### src/rtl/pmu_bitwr_pkg.sv
package pmu_bitwr_pkg;
  localparam int BYTE_W = 8;
  localparam int IDX_W  = 4;
  localparam int POS_W  = 3;
  localparam int BUSY_BIT = 0;

  localparam logic [3:0]        OP_WRBIT    = 4'h2;
  localparam logic [BYTE_W-1:0] CSR_CMD_NXT = 8'h02;
  localparam logic [BYTE_W-1:0] CSR_AVAIL   = 8'h01;

  typedef enum logic [3:0] {
    ST_IDLE,
    ST_OPEN,   // announce command
    ST_RDY1,   // wait busy clear
    ST_CMD,    // command byte
    ST_AVL1,
    ST_ACK1,   // wait busy set
    ST_NEXT,   // announce data
    ST_RDY2,
    ST_DATA,   // data byte
    ST_AVL2,
    ST_ACK2
  } step_e;

  function automatic logic is_poll(step_e s);
    return (s == ST_RDY1) || (s == ST_ACK1) || (s == ST_RDY2) || (s == ST_ACK2);
  endfunction

  function automatic logic poll_wants_set(step_e s);
    return (s == ST_ACK1) || (s == ST_ACK2);
  endfunction

  function automatic logic [BYTE_W-1:0] cmd_byte(logic [IDX_W-1:0] idx);
    return {OP_WRBIT, idx};
  endfunction

  function automatic logic [BYTE_W-1:0] data_byte(logic b, logic [POS_W-1:0] pos);
    return {{(BYTE_W-POS_W-1){1'b0}}, b, pos};
  endfunction
endpackage

### src/rtl/pmu_poll_timer.sv
module pmu_poll_timer #(
  parameter int LIMIT = 1000
) (
  input  logic clk_i,
  input  logic rst_ni,
  input  logic clr_i,
  input  logic tick_i,
  output logic expired_o
);
  localparam int CNT_W = (LIMIT < 1) ? 1 : $clog2(LIMIT + 1);
  localparam logic [CNT_W-1:0] CNT_MAX = CNT_W'(LIMIT);

  logic [CNT_W-1:0] cnt_q;

  always_ff @(posedge clk_i or negedge rst_ni) begin
    if (!rst_ni)                      cnt_q <= '0;
    else if (clr_i)                   cnt_q <= '0;
    else if (tick_i && cnt_q != CNT_MAX) cnt_q <= cnt_q + 1'b1;
  end

  assign expired_o = (cnt_q == CNT_MAX);
endmodule

### src/rtl/pmu_port_mux.sv
module pmu_port_mux
  import pmu_bitwr_pkg::*;
#(
  parameter int              ADDR_W    = 16,
  parameter logic [ADDR_W-1:0] DATA_ADDR = 16'h0198,
  parameter logic [ADDR_W-1:0] CSR_ADDR  = 16'h0199
) (
  input  step_e              step_i,
  input  logic [BYTE_W-1:0]  cmd_i,
  input  logic [BYTE_W-1:0]  dat_i,
  output logic [ADDR_W-1:0]  addr_o,
  output logic               wr_o,
  output logic               rd_o,
  output logic [BYTE_W-1:0]  wdata_o
);
  always_comb begin
    addr_o  = '0;
    wr_o    = 1'b0;
    rd_o    = 1'b0;
    wdata_o = '0;
    unique case (step_i)
      ST_OPEN: begin
        addr_o = CSR_ADDR; wr_o = 1'b1; wdata_o = CSR_CMD_NXT;
      end
      ST_CMD: begin
        addr_o = DATA_ADDR; wr_o = 1'b1; wdata_o = cmd_i;
      end
      ST_DATA: begin
        addr_o = DATA_ADDR; wr_o = 1'b1; wdata_o = dat_i;
      end
      ST_AVL1, ST_NEXT, ST_AVL2: begin
        addr_o = CSR_ADDR; wr_o = 1'b1; wdata_o = CSR_AVAIL;
      end
      ST_RDY1, ST_ACK1, ST_RDY2, ST_ACK2: begin
        addr_o = CSR_ADDR; rd_o = 1'b1;
      end
      default: ;
    endcase
  end
endmodule

### src/rtl/pmu_bitwr_seq.sv
module pmu_bitwr_seq
  import pmu_bitwr_pkg::*;
#(
  parameter int                ADDR_W     = 16,
  parameter logic [ADDR_W-1:0] DATA_ADDR  = 16'h0198,
  parameter logic [ADDR_W-1:0] CSR_ADDR   = 16'h0199,
  parameter int                POLL_LIMIT = 1000
) (
  input  logic              clk_i,
  input  logic              rst_ni,
  input  logic              start_i,
  input  logic [3:0]        index_i,
  input  logic              bit_i,
  input  logic [2:0]        pos_i,
  output logic              busy_o,
  output logic              done_o,
  output logic              err_o,
  output logic [ADDR_W-1:0] io_addr_o,
  output logic              io_wr_o,
  output logic              io_rd_o,
  output logic [7:0]        io_wdata_o,
  input  logic [7:0]        io_rdata_i
);
  step_e             state_q, state_d;
  logic [BYTE_W-1:0] cmd_q, dat_q;
  logic              done_q, done_d, err_q, err_d;
  logic              accept, in_poll, hit, expired;

  assign in_poll = is_poll(state_q);
  assign hit     = (io_rdata_i[BUSY_BIT] == poll_wants_set(state_q));

  pmu_poll_timer #(.LIMIT(POLL_LIMIT)) u_timer (
    .clk_i     (clk_i),
    .rst_ni    (rst_ni),
    .clr_i     (!in_poll),
    .tick_i    (in_poll && !hit),
    .expired_o (expired)
  );

  always_comb begin
    state_d = state_q;
    done_d  = 1'b0;
    err_d   = 1'b0;
    accept  = 1'b0;
    unique case (state_q)
      ST_IDLE: if (start_i) begin state_d = ST_OPEN; accept = 1'b1; end
      ST_OPEN: state_d = ST_RDY1;
      ST_RDY1: if (hit) state_d = ST_CMD;
      ST_CMD:  state_d = ST_AVL1;
      ST_AVL1: state_d = ST_ACK1;
      ST_ACK1: if (hit) state_d = ST_NEXT;
      ST_NEXT: state_d = ST_RDY2;
      ST_RDY2: if (hit) state_d = ST_DATA;
      ST_DATA: state_d = ST_AVL2;
      ST_AVL2: state_d = ST_ACK2;
      ST_ACK2: if (hit) begin state_d = ST_IDLE; done_d = 1'b1; end
      default: state_d = ST_IDLE;
    endcase
    // wrong state on the poll after the limit: abort
    if (in_poll && !hit && expired) begin
      state_d = ST_IDLE;
      done_d  = 1'b0;
      err_d   = 1'b1;
    end
  end

  always_ff @(posedge clk_i or negedge rst_ni) begin
    if (!rst_ni) begin
      state_q <= ST_IDLE;
      cmd_q   <= '0;
      dat_q   <= '0;
      done_q  <= 1'b0;
      err_q   <= 1'b0;
    end else begin
      state_q <= state_d;
      done_q  <= done_d;
      err_q   <= err_d;
      if (accept) begin
        cmd_q <= cmd_byte(index_i);
        dat_q <= data_byte(bit_i, pos_i);
      end
    end
  end

  pmu_port_mux #(
    .ADDR_W    (ADDR_W),
    .DATA_ADDR (DATA_ADDR),
    .CSR_ADDR  (CSR_ADDR)
  ) u_mux (
    .step_i  (state_q),
    .cmd_i   (cmd_q),
    .dat_i   (dat_q),
    .addr_o  (io_addr_o),
    .wr_o    (io_wr_o),
    .rd_o    (io_rd_o),
    .wdata_o (io_wdata_o)
  );

  assign busy_o = (state_q != ST_IDLE);
  assign done_o = done_q;
  assign err_o  = err_q;
endmodule

### config.mk
export PLATFORM = sky130hd
export DESIGN_NAME = pmu_bitwr_seq
export DESIGN_NICKNAME = d
export VERILOG_FILES = /design/src/rtl/pmu_bitwr_pkg.sv /design/src/rtl/pmu_poll_timer.sv /design/src/rtl/pmu_port_mux.sv /design/src/rtl/pmu_bitwr_seq.sv
export SDC_FILE = /design/constraint.sdc
export NUM_CORES = 1
export LEC_CHECK = 0
export BUFFER_PORTS_ARGS = -buffer_cell sky130_fd_sc_hd__buf_2
export CAP_MARGIN = 0
export CORE_MARGIN = 2
export CORE_UTILIZATION = 46
export DETAILED_ROUTE_END_ITERATION = 6
export PLACE_DENSITY = 0.82
export SLEW_MARGIN = 5
export SYNTH_ARGS = -nofsm -noshare
export SYNTH_HDL_FRONTEND = slang
export SYNTH_SLANG_ARGS = --single-unit
### constraint.sdc
create_clock -name clk_i -period 1.7 [get_ports clk_i]
set_input_delay 0.34 -clock clk_i [delete_from_list [all_inputs] [get_ports clk_i]]
set_output_delay 0.34 -clock clk_i [all_outputs]
set_load 0.05 [all_outputs]
---- Yosys cells after proc, flatten, opt, wreduce, memory -nomap -nowiden ----
Cells that the tools add are included.
word-level totals
  bits in latches ......................... 0
  input bits .............................. 19
  register bits ........................... 25
  logic and storage cells ................. 61
  memory bits (writable) .................. 0
  memory bits (read-only) ................. 0
  memories ................................ 0
operators by class
  $mul .................................... 0
  eq/ne operators ......................... 19
  mux-type cells .......................... 19
  bitwise logic cells ..................... 0
  shifts and indexed selects .............. 0
  divide/modulo/power cells ............... 0
  add/subtract/negate cells ............... 1
  reductions and logical operators ........ 16
  order comparisons ....................... 0
operators by type and width
  cell                     number
  $pmux W4 S11             1
  $mux W4                  6
  $pmux W6 S4              1
  $mux W10                 2
  $pmux W9 S2              1
  $eq A4 B3 Y1 const B     4
  $eq A4 B4 Y1 const B     3
  $ne A3 B2 Y1 const B     4
  $add A10 B1 Y10 const B  1
  $eq A10 B10 Y1 const B   1
  $ne A10 B10 Y1 const B   1
  $eq A4 B2 Y1 const B     2
  $mux W1                  8
  $reduce_or A8 Y1         1
  $reduce_or A6 Y1         1
  $reduce_and A5 Y1        1
  $eq A4 B1 Y1 const B     1
  $logic_not A4 Y1         1
  $logic_or A1 B1 Y1       4
  $reduce_bool A4 Y1       1
  $reduce_or A4 Y1         1
  $logic_and A1 B1 Y1      3
  $ne A3 B3 Y1 const B     1
  $reduce_or A3 Y1         1
  other kinds (4)          4

---- Logic depth before layout (Yosys ltp) ----
Gate-level depths: netlist (run 1).
  depth after elaboration ................. 8
  depth in mapped cells ................... 7
  mapped depth without buffers ............ 7

---- Hierarchy ----
From an unflattened synthesis (run 1), not the netlist that was laid out.
second synthesis, totals
  cells, all modules ...................... 197
  area total of the unflattened synthesis .. 1813.0 um2
by module, submodules not included
  module          area each (um2)  instances  sequential area each (um2)  cells each
  pmu_bitwr_seq   828.3            1          375.4                       75
  pmu_poll_timer  619.3            1          250.2                       66
  pmu_port_mux    365.4            1          0.0                         56

---- Least setup slack after synthesis (run 1) ----
OpenSTA, ideal clock, no wires.
  path kind ............................... register to output
  start ................................... reg state_q[0]
  end ..................................... out io_addr_o[4]
  slack ................................... -1307 ps
  data required time ...................... 1360 ps
  cell stages (with the launch flop) ...... 6
  arrival ................................. 2667 ps
  cells stage by stage .................... dfrtp_1 > buf_2 > xnor2_1 > o21ai_0 > or2_1 > buf_4
on the way
  longest elaborated chain between the ends .. 3
  elaborated cells between the ends (all ways) .. 13
  those cells by class .................... eq/ne: 10; mux: 1; reduce/logical: 2
RTL lines
  element                                                                       RTL line             source
  start, declared                                                               pmu_bitwr_seq.sv:24  step_e state_q, state_d;
  start signal, assigned                                                        pmu_bitwr_seq.sv:75  state_q <= state_d;
  $eq A4 B2 Y1 (tied with other cells)                                          pmu_port_mux.sv:21   unique case (step_i)
  $reduce_or A8 Y1 (no source line) / $reduce_or A2 Y1 (equally long branches)  --
  $pmux W9 S2 *                                                                 pmu_port_mux.sv:21
  end, declared                                                                 pmu_bitwr_seq.sv:18  output logic [ADDR_W-1:0] io_addr_o,
Mark *: on every way between the ends. The rest lies on a longest branch, timed or not.

---- Final worst setup path (run 1) ----
  start ................................... reg state_q[2]
  end ..................................... out io_addr_o[3]
The elaborated chain is that of the path after synthesis.

==> impl_metrics.json, run 1 <==
{
  "run_status": "finished, violations left",
  "violations": "setup timing",
  "num_antenna_cells": 0,
  "cap_viol_max_count": 0,
  "syn-cell-area_sq_um": 1560,
  "cts_buffers": 3,
  "initialDrtViolationCount": 135,
  "power.ir.vdd_worst_uv": 1030,
  "port_buffers": 26,
  "floorplan.die.width_um": 62.3,
  "finalWirelength_um": 4500,
  "slew_violations": 0,
  "detailedRoute.firstPassIterationCount": 5,
  "rsz_0062_raised_after_global_routing": "yes",
  "critPathCaptureType": "output pin",
  "async_reset_ff_frac": 1.00,
  "start_kind": "flip-flop",
  "synth_warnings": 0,
  "critical_path_arrival_ns": 1.64,
  "ys.flop_type": "sky130_fd_sc_hd__dfrtp_1",
  "hold_ws_ns": 0.242,
  "power_per_cell_area_nw_per_um2": 2280,
  "placed_wire_length_estimate_after_detailed_placement_um": 2300,
  "globalRoute.totalOverflow": 0,
  "total_global_routing_track_utilization": 0.199,
  "synth-edff-count": 0,
  "grt_pass1_wl_um": 6200,
  "drt_drc_violations_left": 0,
  "drive_gt1_frac": 0.495,
  "routed_via_density": 5.55,
  "clkLatencyLatePin_ns": 0.32,
  "setup_viol": 20,
  "worst_path_largest_cell_delay_ns": 0.46,
  "post-route-cell-area_sq_um": 2280,
  "clock_skew_ns": 0.00827,
  "vias_in_the_first_global_route": 1343,
  "drt.antenna.violating_nets": 0,
  "critical_path_required_ns": 1.36,
  "max_freq_mhz": 505,
  "crit_chain": "and3b_2 -> nor2_4 -> inv_4 -> or2_4 -> buf_6",
  "num-nets-final": 240,
  "tritoncts": "yes",
  "placement_rows": 21,
  "clock_tree.root_cell": "sky130_fd_sc_hd__clkbuf_4",
  "cts.htree.levels": 1,
  "tns_ns": -3.29,
  "hold_viol_final": 0,
  "crit_fanout": 4,
  "die_area_sq_um": 3880,
  "design.core.area_sq_um": 3310,
  "max-slew-margin-rel": 0.633,
  "clkSinkCount": 25,
  "grt_antenna_before_repair": 0,
  "hold_class": "primary input to flip-flop",
  "floorplan.initialDensity": 0.472,
  "cpMaxStageDelayCell": "sky130_fd_sc_hd__dfrtp_1",
  "design.portCount": 48,
  "synth_cells": 163,
  "worstSetupPathType": "flip-flop to output pin",
  "gp_congestion": 0.831,
  "p_leak_uw": 0.00102,
  "worst_setup_slack_for_register_to_register_paths_ns": -0.14,
  "synth.yosys.seq_area_share": 0.401,
  "cts.clk_slew.worst_paths_ns": 0.14,
  "yosys_register_bits": 25,
  "cts_max_path_buffers": 2,
  "route.vias.total": 1464,
  "area_growth_pct": 46.1,
  "worstMarginPinSlew_ns": 0.550,
  "grt_start_max_net_pins": 26,
  "final.setup.worst_slack_ns": -0.281,
  "dp_cells": 247,
  "yosysUniqueCellTypes": 50,
  "post_layout_nonfiller_instances": 264,
  "post_synth.cell_area_avg_sq_um": 9.58,
  "period_share": 1.17,
  "placement.cell_area_sq_um": 1890,
  "wl_per_cell_um": 17.1,
  "die_h_um": 62.3,
  "fin_crit_period_ns": 1.98
}
layout make-up:
class / instances / area (sq um)
tap: 46 / 57.6
fill: 232 / 1030
inverter: 5 / 21.3
clock buffer: 4 / 26.3
sequential: 25 / 627
multi-input combinational: 123 / 1020
timing repair buffer: 61 / 531
flip-flops by register name (all words and copies together), names as in the netlist:
signal / flops
done_o: 1
u_timer.cnt_q: 10
err_o: 1
cmd_q: 5
state_q: 4
dat_q: 4
cell usage after synthesis, drive strengths merged, types with 2 or more instances:
| master | n | area, sq um |
|---|---|---|
| o211ai | 5 | 37.5 |
| and3 | 3 | 18.8 |
| nand2b | 3 | 18.8 |
| nand3 | 7 | 35.0 |
| clkbuf | 3 | 11.3 |
| inv | 5 | 18.8 |
| o31ai | 4 | 30.0 |
| nor3 | 2 | 15.0 |
| nor2b | 6 | 47.5 |
| ha | 2 | 25.0 |
| nand3b | 2 | 18.8 |
| dfrtp | 25 | 626 |
| nand4 | 2 | 12.5 |
| o21ai | 7 | 35.0 |
| buf | 21 | 160 |
| xnor2 | 4 | 35.0 |
| nor2 | 15 | 58.8 |
| a32oi | 3 | 33.8 |
| a21oi | 4 | 20.0 |
| mux2 | 8 | 90.1 |
| nand2 | 12 | 45.0 |
| and2 | 3 | 21.3 |
routing by layer:
layer	share of wire	track usage	vias up
met5	0	0	-
met4	0.038	0.0750	0
met3	0.057	0.0272	19
met2	0.50	0.355	84
met1	0.40	0.246	705
li1	-	-	656
power by group:
| part | switching, uW | internal (uW) | leakage (uW) | total (uW) |
|---|---|---|---|---|
| logic | 2250 | 1760 | 0.000682 | 4000 |
| clock network | 178 | 91.9 | 0.0000150 | 270 |
| registers | 167 | 770 | 0.000320 | 937 |
| total | 2590 | 2620 | 0.00102 | 5210 |
worst max-delay path: cells and delay by family, from the launching register on:
kind	cells	cell delay, ns
AND/OR/NAND/NOR	3	0.66
buffers and inverters	2	0.20
flip-flops	1	0.46
cell families after synthesis:
group                      Yosys count  synth area share
and+or+nand+nor                     61             0.215
DFF                                 25             0.401
adders and majority gates            2            0.0160
xor gates and xnor gates             4            0.0224
buffers and inverters               29             0.122
other                                1           0.00240
muxes                                9            0.0641
AOI/OAI and AO/OA                   32             0.158
layout by cell type (no fill, tap or decap), types with 3 or more instances in the layout:
cell                       netlist  final
sky130_fd_sc_hd__nor2b_4         1      3
sky130_fd_sc_hd__o31ai_1         4      4
sky130_fd_sc_hd__nand2_1        12     12
sky130_fd_sc_hd__o211ai_1        5      5
sky130_fd_sc_hd__nor2_1         14      9
sky130_fd_sc_hd__mux2_2          8      8
sky130_fd_sc_hd__nand3_1         7      5
sky130_fd_sc_hd__nor2_4          0      5
sky130_fd_sc_hd__o21ai_0         5      4
sky130_fd_sc_hd__buf_4          17     26
sky130_fd_sc_hd__dfrtp_1        25     24
sky130_fd_sc_hd__inv_1           4      4
sky130_fd_sc_hd__conb_1          1     14
sky130_fd_sc_hd__buf_8           0      4
sky130_fd_sc_hd__clkbuf_4        0      3
sky130_fd_sc_hd__buf_6           2     16
sky130_fd_sc_hd__buf_2           2     13
stage by stage:
step / utilization / worst slack (ns) / total power, uW
after floorplan: - / -0.200 / 3350
after global placement: 0.570 / -0.0134 / 3740
after detailed placement: 0.570 / -0.0649 / 3790
after CTS: 0.637 / -0.261 / 4620
after global routing: 0.689 / -0.329 / 5420
final: 0.689 / -0.281 / 5210
worst paths after layout:
kind                             from               end  cells past startpoint
hold / removal               pos_i[0]          dat_q[0]                      2
setup / recovery           state_q[2]      io_addr_o[3]                      5
setup reg to reg           state_q[0]  u_timer.cnt_q[7]                      7
hold reg to reg              cmd_q[5]          cmd_q[5]                      1
min in group asynchronous      rst_ni            done_o                      2
max in group asynchronous      rst_ni        state_q[0]                      2
repair_timing:
action                     in CTS  in global routing
hold buffers                    1                  0
resized for setup              40                 25
gates cloned                    1                  0
setup endpoints to repair      18                 36
pin swaps                       5                 11
setup buffers                   5                  7
hold endpoints to repair        6                  0
No activity file was read; power rests on OpenSTA's default activity.
==> run 2: changes to the inputs <==
--- a/config.mk
+++ b/config.mk
@@ -5,12 +5,14 @@
 export SDC_FILE = /design/constraint.sdc
 export NUM_CORES = 1
 export LEC_CHECK = 0
+export ABC_AREA = 1
 export BUFFER_PORTS_ARGS = -buffer_cell sky130_fd_sc_hd__buf_2
 export CAP_MARGIN = 0
-export CORE_MARGIN = 2
-export CORE_UTILIZATION = 46
+export CORE_MARGIN = 5
+export CORE_UTILIZATION = 48
+export CTS_BUF_LIST = sky130_fd_sc_hd__clkbuf_8
 export DETAILED_ROUTE_END_ITERATION = 6
-export PLACE_DENSITY = 0.82
+export PLACE_DENSITY = 0.84
 export SLEW_MARGIN = 5
 export SYNTH_ARGS = -nofsm -noshare
 export SYNTH_HDL_FRONTEND = slang
==> run 2 against run 1 <==
  * The run still ends with setup timing left
  * Clock-buffer cell count down 1
  * Sequential share of layout area down 0.49 points
  * Synthesized area up 6.8%
  * Critical endpoint is now io_addr_o[0]
==> impl_metrics.json, run 2 <==
{
  "clockPowerShare": 0.070,
  "drt_drc_violations_left": 0,
  "yosys_top_cell_by_area": "sky130_fd_sc_hd__dfrtp_1",
  "route.vias.total": 1563,
  "power_frac_comb": 0.752,
  "fin_crit_period_ns": 1.93,
  "cts.htree.levels": 1,
  "design.portCount": 48,
  "yosys-top-cells-area": "sky130_fd_sc_hd__dfrtp_1, sky130_fd_sc_hd__nand2_1, sky130_fd_sc_hd__buf_4, sky130_fd_sc_hd__inv_1, sky130_fd_sc_hd__nor2_1",
  "drt.antenna.violating_nets": 0,
  "r2r-start": "state_q[0]",
  "largest_register_ff_count": 10,
  "worstMarginPinSlew_ns": 0.564,
  "worst_setup_path_startpoint": "state_q[0]",
  "cellInternalPower_uw": 2510,
  "seq_power_share": 0.177,
  "clkLatencyLatePin_ns": 0.28,
  "max_freq_mhz": 519,
  "crit_fanout": 5,
  "num-nets-final": 289,
  "max-slew-margin-rel": 0.624,
  "violations": "setup timing",
  "period_share": 1.13,
  "p_sw_frac": 0.517,
  "layout_common_cells": "sky130_fd_sc_hd__nand2_1, sky130_fd_sc_hd__inv_1, sky130_fd_sc_hd__dfrtp_1, sky130_fd_sc_hd__buf_4, sky130_fd_sc_hd__nor2_1",
  "post_synth.cell_area_avg_sq_um": 7.76,
  "tritoncts": "yes",
  "synth_cells": 215,
  "fillerInstances": 256,
  "setup_viol": 24,
  "power_per_cell_area_nw_per_um2": 2230,
  "floorplan.die.width_um": 68.9,
  "grt_start_max_net_pins": 26,
  "power.total_uw": 5200,
  "critPathCaptureType": "output pin",
  "initialDrtViolationCount": 91,
  "async_reset_ff_frac": 1.00,
  "vias_in_the_first_global_route": 1472,
  "clock_skew_ns": 0.00200,
  "cap_viol_max_count": 0,
  "hold_viol_final": 0,
  "worst_setup_slack_for_register_to_register_paths_ns": -0.10,
  "critical_path_required_ns": 1.36,
  "die_area_sq_um": 4750,
  "list_of_most_frequent_post_synthesis_cells": "sky130_fd_sc_hd__nand2_1, sky130_fd_sc_hd__inv_1, sky130_fd_sc_hd__dfrtp_1, sky130_fd_sc_hd__nor2_1, sky130_fd_sc_hd__buf_4",
  "clock_tree.root_cell": "sky130_fd_sc_hd__clkbuf_8",
  "grt_pass1_wl_um": 6520,
  "layout_top_registers": "u_timer.cnt_q: 10 flops, cmd_q: 5 flops",
  "synth-edff-count": 0,
  "post_route_utilization": 0.695,
  "synth.yosys.seq_area_share": 0.375,
  "cts.clk_slew.worst_paths_ns": 0.09,
  "total_global_routing_track_utilization": 0.185,
  "gp_congestion": 0.842,
  "power.ir.vdd_worst_uv": 671,
  "num_antenna_cells": 0,
  "syn-cell-area_sq_um": 1670,
  "endpoint_of_the_most_critical_register_to_register_path": "state_q[3]",
  "floorplan.initialDensity": 0.496,
  "port_buffers": 26,
  "p_leak_uw": 0.00118,
  "wl_per_cell_um": 15.1,
  "cts_max_path_buffers": 2,
  "yosys_register_bits": 25,
  "ys.flop_type": "sky130_fd_sc_hd__dfrtp_1",
  "synth_top_cell_area_share": 0.375,
  "grt_antenna_before_repair": 0,
  "drive_gt1_frac": 0.401,
  "detailedRoute.firstPassIterationCount": 4,
  "area_growth_pct": 40.1,
  "largest_register": "u_timer.cnt_q",
  "final.setup.worst_slack_ns": -0.228,
  "placed_wire_length_estimate_after_detailed_placement_um": 2880,
  "reg2reg_depth": 9,
  "post-synth-top-count-cell": "sky130_fd_sc_hd__nand2_1",
  "placement.cell_area_sq_um": 1910,
  "design.core.area_sq_um": 3360,
  "placement_rows": 21,
  "start_kind": "flip-flop",
  "hold_class": "primary input to asynchronous set/reset pin",
  "cts_buffers": 3,
  "synth_warnings": 0,
  "die_h_um": 68.9,
  "run_status": "finished, violations left",
  "routed_via_density": 4.99,
  "net-switching-power_uw": 2690,
  "yosysUniqueCellTypes": 26,
  "finalWirelength_um": 4720,
  "clkSinkCount": 25,
  "tns_ns": -2.74,
  "critical_path_arrival_ns": 1.59,
  "globalRoute.totalOverflow": 0,
  "worstSetupPathType": "flip-flop to output pin",
  "rsz_0062_raised_after_global_routing": "yes",
  "post-route-cell-area_sq_um": 2340,
  "worst_setup_path_endpoint": "io_addr_o[0]",
  "slew_violations": 0,
  "layout_commonest_cell": "sky130_fd_sc_hd__nand2_1"
}
==> run 2: cell count changes in the layout (fill, tap and decap cells not counted), moves of 5 or more <==
cell	previous run	this run
sky130_fd_sc_hd__o21ai_1	2	8
sky130_fd_sc_hd__inv_1	4	24
sky130_fd_sc_hd__buf_6	16	10
sky130_fd_sc_hd__nor3_1	0	5
sky130_fd_sc_hd__nor2_1	9	17
sky130_fd_sc_hd__nand3_1	5	11
sky130_fd_sc_hd__buf_4	26	18
sky130_fd_sc_hd__nand2_1	12	41
sky130_fd_sc_hd__nand2_2	0	6
sky130_fd_sc_hd__o211ai_1	5	0
==> run 2: critical path, stage by stage (launching register included) <==
cell and delay (ns):
sky130_fd_sc_hd__dfrtp_2 0.47, sky130_fd_sc_hd__buf_6 0.14, sky130_fd_sc_hd__nor2_4 0.12, sky130_fd_sc_hd__nand2_2 0.10, sky130_fd_sc_hd__nand3_4 0.10, sky130_fd_sc_hd__clkinv_4 0.08
sky130_fd_sc_hd__nand2_1 0.11, sky130_fd_sc_hd__buf_6 0.17
==> run 2: worst min path at each step <==
stage          startpoint  endpoint  slack (ns)  depth (start not counted)
6_report           rst_ni  cmd_q[0]        0.04                          1
5_1_grt            rst_ni  cmd_q[0]        0.09                          1
4_1_cts            rst_ni  dat_q[0]        0.07                          1
3_5_place_dp       rst_ni  dat_q[0]        0.37                          1
3_3_place_gp       rst_ni  dat_q[0]        0.36                          1
2_1_floorplan      rst_ni  cmd_q[0]        0.04                          0
==> run 2: cell families (layout without fill, tap and decap cells) <==
logic type / after synthesis / after routing / synth area share
other: 1 / 14 / 0.00225
buffers and inverters: 47 / 84 / 0.144
AO/OA/AOI/OAI: 19 / 20 / 0.0750
AND/OR/NAND/NOR: 110 / 111 / 0.319
adder cells (fa/ha/maj): 2 / 2 / 0.0150
flip-flops: 25 / 25 / 0.375
XOR/XNOR: 3 / 3 / 0.0158
multiplexers: 8 / 8 / 0.0540
==> run 2: area by class of cell <==
type,count,area [sq um],share of cell area
Timing Repair Buffer,50,468,0.200
Clock buffer,3,41.3,0.0177
Clock inverter,1,7.51,0.00321
Inverter,30,120,0.0514
Sequential cell,25,631,0.270
Tap cell,46,57.6,0.0246
Multi-Input combinational cell,158,1010,0.433
==> run 2: through the flow <==
stage | worst slack [ns] | cells | hold slack (ns)
2_1_floorplan | -0.109 | 228 | 0.0444
3_3_place_gp | 0.00461 | 293 | 0.364
3_5_place_dp | -0.0257 | 293 | 0.371
4_1_cts | -0.214 | 303 | 0.0674
5_1_grt | -0.291 | 313 | 0.0868
6_report | -0.228 | 313 | 0.0440
==> run 2: routing by layer <==
layer / wire [um] / global-route usage / up-vias / part of all wire
met4: 82 / 0.0900 / 0 / 0.017
met3: 164 / 0.0373 / 9 / 0.035
met1: 1800 / 0.207 / 748 / 0.38
li1: - / - / 767 / -
met5: 0 / 0 / - / 0
met2: 2680 / 0.332 / 39 / 0.57
==> run 2: timing repair <==
action                     in CTS  in global routing
setup endpoints to repair      12                 35
gates resized for setup        49                 32
cloned                          0                  2
setup buffers                   6                  8
hold buffers                    0                  0
pin swaps                       3                 10
==> run 2: power groups by stage <==
| stage | combinational [uW] | clock, uW | sequential [uW] |
|---|---|---|---|
| 6_report | 3910 | 366 | 921 |
| 5_1_grt | 4110 | 401 | 940 |
| 4_1_cts | 3470 | 377 | 888 |
| 3_5_place_dp | 2720 | 0 | 884 |
| 3_3_place_gp | 2660 | 0 | 869 |
| 2_1_floorplan | 2310 | 0 | 860 |
